==> config.mk <==
export PLATFORM = sky130hd
export DESIGN_NAME = raster_wait_gen
export DESIGN_NICKNAME = d
export VERILOG_FILES = /design/src/rtl/raster_pkg.sv /design/src/rtl/rw_frame_count.sv /design/src/rtl/rw_window_track.sv /design/src/rtl/rw_flash_div.sv /design/src/rtl/rw_wait_calc.sv /design/src/rtl/raster_wait_gen.sv
export SDC_FILE = /design/constraint.sdc
export NUM_CORES = 1
export LEC_CHECK = 0
export BUFFER_PORTS_ARGS = -buffer_cell sky130_fd_sc_hd__buf_2
export CELL_PAD_IN_SITES_DETAIL_PLACEMENT = 0
export CELL_PAD_IN_SITES_GLOBAL_PLACEMENT = 1
export CORE_MARGIN = 2
export CORE_UTILIZATION = 45
export DETAILED_ROUTE_END_ITERATION = 10
export PLACE_DENSITY = 0.88
export SLEW_MARGIN = 20
export SYNTH_ARGS = -nofsm -noshare
export SYNTH_HDL_FRONTEND = slang
export SYNTH_HIERARCHICAL = 1
export SYNTH_SLANG_ARGS = --single-unit
export TNS_END_PERCENT = 1
==> constraint.sdc <==
create_clock -name clk -period 34.7 [get_ports clk]
set_clock_uncertainty 0.05 [all_clocks]
set_input_delay 5.205 -clock clk [delete_from_list [all_inputs] [get_ports clk]]
set_output_delay 5.205 -clock clk [all_outputs]
set_load 0.01 [all_outputs]
==> src/rtl/raster_pkg.sv <==
package raster_pkg;

  // Port access classes, chosen by the high address byte and address bit 0.
  typedef enum logic [1:0] {
    PORT_PLAIN_EVEN = 2'd0,
    PORT_PLAIN_ODD  = 2'd1,
    PORT_SHARED_EVEN = 2'd2,
    PORT_SHARED_ODD  = 2'd3
  } port_class_e;

  localparam int GROUP_LEN   = 8;
  localparam int MAX_STALL   = 6;
  localparam int CHAIN_STEPS = 4;

  // Single contention check at column offset k from the current column.
  // cur/nxt say whether the current and the following line are display lines.
  function automatic int slot_wait(input int col, input bit cur, input bit nxt,
                                   input int k, input int line_len,
                                   input int disp_len);
    int p;
    int c;
    bit act;
    p = col + k;
    if (p < line_len) begin
      act = cur;
      c   = p;
    end else begin
      act = nxt;
      c   = p - line_len;
    end
    if (act && (c < disp_len) && ((c % GROUP_LEN) < MAX_STALL))
      return MAX_STALL - (c % GROUP_LEN);
    return 0;
  endfunction

endpackage

==> src/rtl/rw_frame_count.sv <==
module rw_frame_count #(
  parameter int unsigned FRAME_CYCLES = 69888,
  parameter int unsigned CW = $clog2(FRAME_CYCLES)
) (
  input  logic          clk,
  input  logic          rst,
  output logic [CW-1:0] pos,
  output logic          frame_end,
  output logic          irq
);

  localparam logic [CW-1:0] LAST = CW'(FRAME_CYCLES - 1);

  assign frame_end = (pos == LAST);

  always_ff @(posedge clk) begin
    if (rst) begin
      pos <= '0;
      irq <= 1'b0;
    end else begin
      pos <= frame_end ? '0 : pos + 1'b1;
      irq <= frame_end;
    end
  end

endmodule

==> src/rtl/rw_window_track.sv <==
module rw_window_track #(
  parameter int unsigned LINE_CYCLES = 224,
  parameter int unsigned DISP_LINES  = 192,
  parameter int unsigned FIRST_CONT  = 14335,
  parameter int unsigned TOTAL_LINES = 312,
  parameter int unsigned COL_W = $clog2(LINE_CYCLES)
) (
  input  logic             clk,
  input  logic             rst,
  input  logic             frame_end,
  output logic [COL_W-1:0] col,
  output logic             cur_active,
  output logic             nxt_active
);

  // Column is measured from the first contended cycle; line index counts
  // column wraps since frame start.
  localparam int unsigned COL_INIT = (LINE_CYCLES - (FIRST_CONT % LINE_CYCLES)) % LINE_CYCLES;
  localparam int unsigned PRE      = (FIRST_CONT + LINE_CYCLES - 1) / LINE_CYCLES;
  localparam int unsigned LW       = $clog2(TOTAL_LINES + 3);
  localparam logic [LW-1:0] LO     = LW'(PRE);
  localparam logic [LW-1:0] HI     = LW'(PRE + DISP_LINES);
  localparam logic [COL_W-1:0] COL_LAST = COL_W'(LINE_CYCLES - 1);

  logic [LW-1:0] lidx;
  logic [LW-1:0] lidx_n;

  assign lidx_n     = lidx + 1'b1;
  assign cur_active = (lidx >= LO) && (lidx < HI);
  assign nxt_active = (lidx_n >= LO) && (lidx_n < HI);

  always_ff @(posedge clk) begin
    if (rst || frame_end) begin
      col  <= COL_W'(COL_INIT);
      lidx <= '0;
    end else if (col == COL_LAST) begin
      col  <= '0;
      lidx <= lidx_n;
    end else begin
      col  <= col + 1'b1;
    end
  end

endmodule

==> src/rtl/rw_flash_div.sv <==
module rw_flash_div #(
  parameter int unsigned FLASH_FRAMES = 16,
  parameter int unsigned FW = $clog2(FLASH_FRAMES)
) (
  input  logic clk,
  input  logic rst,
  input  logic frame_end,
  output logic flash
);

  localparam logic [FW-1:0] LAST = FW'(FLASH_FRAMES - 1);

  logic [FW-1:0] fcnt;

  always_ff @(posedge clk) begin
    if (rst) begin
      fcnt  <= '0;
      flash <= 1'b0;
    end else if (frame_end) begin
      if (fcnt == LAST) begin
        fcnt  <= '0;
        flash <= ~flash;
      end else begin
        fcnt <= fcnt + 1'b1;
      end
    end
  end

endmodule

==> src/rtl/rw_wait_calc.sv <==
module rw_wait_calc
  import raster_pkg::*;
#(
  parameter int unsigned LINE_CYCLES = 224,
  parameter int unsigned DISP_CYCLES = 128,
  parameter int unsigned ADDR_W      = 16,
  parameter int unsigned SHARED_LO   = 16'h4000,
  parameter int unsigned SHARED_HI   = 16'h7FFF,
  parameter int unsigned COL_W       = $clog2(LINE_CYCLES)
) (
  input  logic              req,
  input  logic              io,
  input  logic [ADDR_W-1:0] addr,
  input  logic [COL_W-1:0]  col,
  input  logic              cur_active,
  input  logic              nxt_active,
  output logic [3:0]        wait_cycles
);

  localparam logic [7:0] HB_LO = 8'(SHARED_LO >> (ADDR_W - 8));
  localparam logic [7:0] HB_HI = 8'(SHARED_HI >> (ADDR_W - 8));

  logic        in_shared;
  logic [7:0]  hbyte;
  port_class_e pcls;
  int          colv;
  int          d_now;
  int          d_next;
  int          pair_sum;
  int          chain_sum;

  assign hbyte     = addr[ADDR_W-1 -: 8];
  assign in_shared = (addr >= ADDR_W'(SHARED_LO)) && (addr <= ADDR_W'(SHARED_HI));
  assign colv      = int'(col);

  always_comb begin
    case ({(hbyte >= HB_LO) && (hbyte <= HB_HI), addr[0]})
      2'b00:   pcls = PORT_PLAIN_EVEN;
      2'b01:   pcls = PORT_PLAIN_ODD;
      2'b10:   pcls = PORT_SHARED_EVEN;
      default: pcls = PORT_SHARED_ODD;
    endcase
  end

  // Single checks at the current and the next cycle.
  assign d_now  = slot_wait(colv, cur_active, nxt_active, 0,
                            int'(LINE_CYCLES), int'(DISP_CYCLES));
  assign d_next = slot_wait(colv, cur_active, nxt_active, 1,
                            int'(LINE_CYCLES), int'(DISP_CYCLES));

  // Chained checks: each one starts after the previous stall plus one cycle.
  always_comb begin
    int off;
    int d;
    off       = 0;
    pair_sum  = 0;
    chain_sum = 0;
    for (int i = 0; i < CHAIN_STEPS; i++) begin
      d = slot_wait(colv, cur_active, nxt_active, off,
                    int'(LINE_CYCLES), int'(DISP_CYCLES));
      chain_sum = chain_sum + d;
      if (i < 2) pair_sum = pair_sum + d;
      off = off + d + 1;
    end
  end

  always_comb begin
    wait_cycles = 4'd0;
    if (req) begin
      if (!io) begin
        wait_cycles = in_shared ? 4'(d_now) : 4'd0;
      end else begin
        case (pcls)
          PORT_PLAIN_EVEN:  wait_cycles = 4'(d_next);
          PORT_PLAIN_ODD:   wait_cycles = 4'd0;
          PORT_SHARED_EVEN: wait_cycles = 4'(pair_sum);
          default:          wait_cycles = 4'(chain_sum);
        endcase
      end
    end
  end

endmodule

==> src/rtl/raster_wait_gen.sv <==
module raster_wait_gen #(
  parameter int unsigned LINE_CYCLES  = 224,
  parameter int unsigned DISP_CYCLES  = 128,
  parameter int unsigned TOP_LINES    = 64,
  parameter int unsigned DISP_LINES   = 192,
  parameter int unsigned BOTTOM_LINES = 56,
  parameter bit          LATE_TIMING  = 1'b0,
  parameter int unsigned LATE_SHIFT   = 26,
  parameter int unsigned FLASH_FRAMES = 16,
  parameter int unsigned ADDR_W       = 16
) (
  input  logic              clk,
  input  logic              rst,
  input  logic              acc_req,
  input  logic              acc_io,
  input  logic [ADDR_W-1:0] acc_addr,
  output logic              frame_irq,
  output logic [3:0]        wait_cycles,
  output logic              flash
);

  localparam int unsigned TOTAL_LINES  = TOP_LINES + DISP_LINES + BOTTOM_LINES;
  localparam int unsigned FRAME_CYCLES = TOTAL_LINES * LINE_CYCLES;
  localparam int unsigned BASE_START   = TOP_LINES * LINE_CYCLES - 1;
  localparam int unsigned CW           = $clog2(FRAME_CYCLES);
  localparam int unsigned COL_W        = $clog2(LINE_CYCLES);

  logic [CW-1:0]    pos;
  logic             frame_end;
  logic [COL_W-1:0] col;
  logic             cur_active;
  logic             nxt_active;

  rw_frame_count #(
    .FRAME_CYCLES(FRAME_CYCLES), .CW(CW)
  ) u_frame (
    .clk(clk), .rst(rst), .pos(pos), .frame_end(frame_end), .irq(frame_irq)
  );

  // The timing variant only moves the first contended cycle.
  generate
    if (LATE_TIMING) begin : g_late
      rw_window_track #(
        .LINE_CYCLES(LINE_CYCLES), .DISP_LINES(DISP_LINES),
        .FIRST_CONT(BASE_START + LATE_SHIFT), .TOTAL_LINES(TOTAL_LINES),
        .COL_W(COL_W)
      ) u_win (
        .clk(clk), .rst(rst), .frame_end(frame_end), .col(col),
        .cur_active(cur_active), .nxt_active(nxt_active)
      );
    end else begin : g_std
      rw_window_track #(
        .LINE_CYCLES(LINE_CYCLES), .DISP_LINES(DISP_LINES),
        .FIRST_CONT(BASE_START), .TOTAL_LINES(TOTAL_LINES),
        .COL_W(COL_W)
      ) u_win (
        .clk(clk), .rst(rst), .frame_end(frame_end), .col(col),
        .cur_active(cur_active), .nxt_active(nxt_active)
      );
    end
  endgenerate

  rw_flash_div #(
    .FLASH_FRAMES(FLASH_FRAMES)
  ) u_flash (
    .clk(clk), .rst(rst), .frame_end(frame_end), .flash(flash)
  );

  rw_wait_calc #(
    .LINE_CYCLES(LINE_CYCLES), .DISP_CYCLES(DISP_CYCLES),
    .ADDR_W(ADDR_W), .COL_W(COL_W)
  ) u_wait (
    .req(acc_req), .io(acc_io), .addr(acc_addr), .col(col),
    .cur_active(cur_active), .nxt_active(nxt_active),
    .wait_cycles(wait_cycles)
  );

  logic unused_pos;
  assign unused_pos = ^pos;

endmodule

==> results.md <==
Cells and area:
- The sequential cells in the finished layout cover a total of 801 um2.
- The fill cell total of the finished layout is 2112.
- The total number of nets in the final design is 1417.
- The library cell used most frequently in the layout, excluding fill and tap cells, is sky130_fd_sc_hd__nor2_1.
- The final cell count without fillers is 1533.
- The area of combinational cells with multiple inputs is between 8000 and 9000 um2.
- The final antenna diode count is 0.
- In the final layout, the share of cells above drive strength 1 is 0.0602.
- The post-synthesis to final-layout area growth is 3.92%.
- In the layout the commonest cells are sky130_fd_sc_hd__nor2_1, sky130_fd_sc_hd__ha_1, sky130_fd_sc_hd__nand2_1, sky130_fd_sc_hd__a21oi_1, sky130_fd_sc_hd__o21ai_0.

Worst setup path:
- The critical setup path kind is reg -> out.
- Data arrives at the worst endpoint at 21.91 ns.
- The cell class contributing the biggest share of worst-path delay is compound AO/OA/AOI/OAI gates.
- At the worst endpoint, the required time is 29.44 ns.
- The beginning of the critical path is g_std.u_win/lidx[0].
- The depth of the critical timing path with buffers and inverters included is 74.
- The biggest cell delay along the critical path is 0.78 ns.
- The worst-case register-to-register setup slack is 32.27 ns.
- STA classifies the critical path endpoint as an output pin.
- The slowest cell on the critical path is sky130_fd_sc_hd__nor2_1.
- The logic depth of the worst register-to-register path is 7.
- The nature of the critical path startpoint is a flip-flop.
- In this run the critical register-to-register path is launched from u_frame/pos[0].
- Among the stages of the critical path, the cell type that occurs most often is sky130_fd_sc_hd__ha_1.
- The largest fanout on the critical path is 26.
- The destination of the worst register-to-register timing path is g_std.u_win/col[7].
- The critical path contains buffers and inverters numbering 4 combined.
- In this run the worst setup path terminates at wait_cycles[3].

Power and ir drop:
- The internal cell power is 0.0853 mW.
- The share of total power dissipated in the clock network is 0.342.
- The switching share of power is 0.317.
- IR analysis of the VDD net gives a maximum drop of 23.8 uV.
- In this run the power spent charging and discharging nets is 0.0397 mW.
- The share of power burned in combinational logic is 0.263.
- The share of total power dissipated in sequential elements is 0.394.
- In this run the power density over the cells is roughly 13 nW/um2.
- The power consumption is 0.125 mW.
- The leakage component of the power is 4.15 nW.

Detailed routing:
- The count of routing violations after the opening detailed-route iteration is 670.
- Detailed routing placed a total of roughly 12000 um of wire on met2.
- The via count of the routed design is 9449.
- Wire segments on met3 add up to 974 um in the final route.
- For this block, wires on met1 add up to 11900 um.
- The post-detailed-route DRC marker count is 0.
- For this block, the routed nets add up to 25000 um of wire.
- The count of TritonRoute iterations in the first routing pass is 5.
- The detailed router used layers up to and including met4.
- The post-route antenna net violation count is 0.
- In the routed layout, each cell is associated on average with a via count of 6.16.
- Dividing the detail-routed wire length by the instance count gives 16.3 um.

Min path:
- In this run the most critical hold path is launched from u_frame/pos[0].
- The number of cells on the worst hold path is 1.
- The min-delay analysis places its worst path in the category reg -> reg.

Placed design:
- The final HPWL from detailed placement is 20000 um.
- The number of buffers added on ports is 12.
- The post-placement cell count is about 1500.
- The congestion estimate from routability-driven global placement came to 0.932.

STA:
- Setup repair after global routing left no endpoint under its margin.
- The setup-violating endpoint count in the final report is 0.
- Adding up every negative setup slack in the final design gives 0 ns.
- For the pin with the worst max-slew slack, the measured transition is 0.995 ns.
- For this run, the top clock speed supported by timing is 36.8 MHz.
- The final-report hold violation count is 0.
- The worst pin sits at a relative slew slack of 0.334.
- Of the available clock period, the critical path in the final layout requires 0.783.
- The final max-slew violation count was 0.
- The final period demand of the worst path is 27.17 ns.

Synthesis:
- Counting flops with a built-in enable in the synthesized netlist gives 0.
- The count of distinct cell types in the synthesized netlist is 110.
- The proportion of synthesized flip-flops having asynchronous set or reset is 0.
- The portion of the post-synthesis area used by sequential elements is 0.0857.
- Synthesis handed over a netlist of between 1000 and 1500 instances.
- The cell area after synthesis is 9350 um2.
- Averaged over all synthesized cells, the footprint is approximately 7.4 um2.
- The number of warnings reported in the yosys synthesis log is 6.
- The synthesized design contains 40 register bits.
- Among all flip-flop cells after synthesis, the most frequent one is sky130_fd_sc_hd__dfxtp_1.

GRT:
- The largest net degree at the start of global routing is 39.
- The global router's overall resource usage is 0.224.
- The number of global-route vias before repair came to between 8000 and 9000.
- The number of antenna violations at the first check in global routing is 0.
- The remaining global-route overflow is 0.
- The first global-routing pass estimated 41800 um of wire.

Floorplan:
- The site row count is 52.
- The area of the die is 21900 um2.
- For this configuration, the core starts out at a cell density of 0.460.
- During I/O placement, the number of pins put on the boundary was 26.
- The floorplan step set the die width to 148 um.
- The region available for standard cell placement spans roughly 20000 um2.
- The y dimension of the die is 148 um.

Clock tree:
- The number of gates resized after CTS was 0.
- The clock transition at the register clock pins on the worst setup and hold paths after CTS is 0.06 ns.
- The H-tree generated during clock tree synthesis spans 2 levels.
- Buffers inserted to repair hold after CTS numbered 0.
- The number of clock buffers added by TritonCTS is 5.
- The number of setup buffers added after CTS is 0.
- TritonCTS built the clock tree.
- The clock passes through at most 2 buffers.
- CTS saw 40 sinks.
- The clock root buffer master is sky130_fd_sc_hd__clkbuf_16.
- Clock latency on the worst-skew pair, taken at its later pin, is 0.27 ns.

Flow run:
- The number of max-cap violations is 0.

Status:
- The flow ran to the end, and the final reports show no timing, DRC or antenna violations.
-- cell usage after synthesis, drive strengths merged, types with 8 or more instances --
library cell,count,area (um2)
nor4,24,180
ha,119,1490
and2,25,165
inv,72,270
a21oi,84,424
dfxtp,40,801
mux2i,13,130
o21a,9,67.6
and3,16,108
xnor2,56,498
nor2,125,474
or3,15,93.8
o211ai,13,103
nor3,45,230
a21o,30,226
nand4,24,205
o21bai,10,75.1
nand2b,14,87.6
a31o,8,70.1
a211oi,19,165
buf,16,131
or2,9,56.3
fa,15,300
clkbuf,18,78.8
nand3,49,250
nor2b,14,87.6
o31ai,11,87.6
nand2,102,385
and4,10,93.8
o21ai,82,410
nor3b,8,60.1
or4,9,71.3
xor2,31,272
a31oi,16,100
-- flip-flops by register name, summed over array words and instances (netlist names) --
| name | flops |
|---|---|
| u_frame/irq | 1 |
| u_frame/pos | 17 |
| g_std.u_win/col | 8 |
| u_flash/fcnt | 4 |
| u_flash/flash | 1 |
| g_std.u_win/lidx | 9 |
-- worst min-delay path by stage --
stage                                to  slack [ns]
global placement         u_frame/pos[0]        0.40
finish                   u_frame/pos[0]        0.43
detailed placement  g_std.u_win/lidx[8]        0.42
global route        g_std.u_win/lidx[5]        0.45
floorplan                u_frame/pos[0]        0.39
CTS                      u_frame/pos[0]        0.43
-- per-layer routing --
layer | GRT usage | up-vias
met5 | 0 | -
met1 | 0.311 | 4473
met2 | 0.391 | 206
met3 | 0.0138 | 22
li1 | - | 4748
met4 | 0.0314 | 0
-- metrics by stage --
step                      area (um2)  worst slack, ns  hold WS, ns   util
after CTS                       9710             7.74        0.434  0.478
after detailed placement        9570             8.10        0.420  0.472
final                           9710             7.53        0.428  0.478
after floorplan                 9360            11.98        0.390      -
after global routing            9710             5.86        0.451  0.478
after global placement          9570             8.26        0.401  0.472
-- final cells by class --
type,instances,area share
multi-input cells,1128,0.832
clock inverters,2,0.00129
flip-flops and latches,40,0.0825
clock buffers,5,0.0129
inverters,73,0.0282
repair buffers,15,0.00850
well taps,270,0.0348
-- logic make-up (layout without fill, tap and decap cells) --
kind of cell             Yosys count  after routing  share of synthesized area
AND/OR/NAND/NOR                  514            514                      0.298
AO/OA/AOI/OAI                    370            370                      0.270
adder cells (fa/ha/maj)          134            134                      0.191
buffers and inverters            107             95                     0.0518
XOR/XNOR                          88             88                     0.0848
flip-flops                        40             40                     0.0857
multiplexers                      16             16                     0.0175
other                              1              6                   0.000401
-- power by group through the flow --
stage / sequential (mW) / combinational [mW] / clock (mW)
finish: 0.0493 / 0.0329 / 0.0428
global route: 0.0496 / 0.0375 / 0.0460
CTS: 0.0493 / 0.0327 / 0.0438
detailed placement: 0.0503 / 0.0323 / 0
global placement: 0.0502 / 0.0319 / 0
floorplan: 0.0492 / 0.0265 / 0
Power figures use the tool's default switching activity.
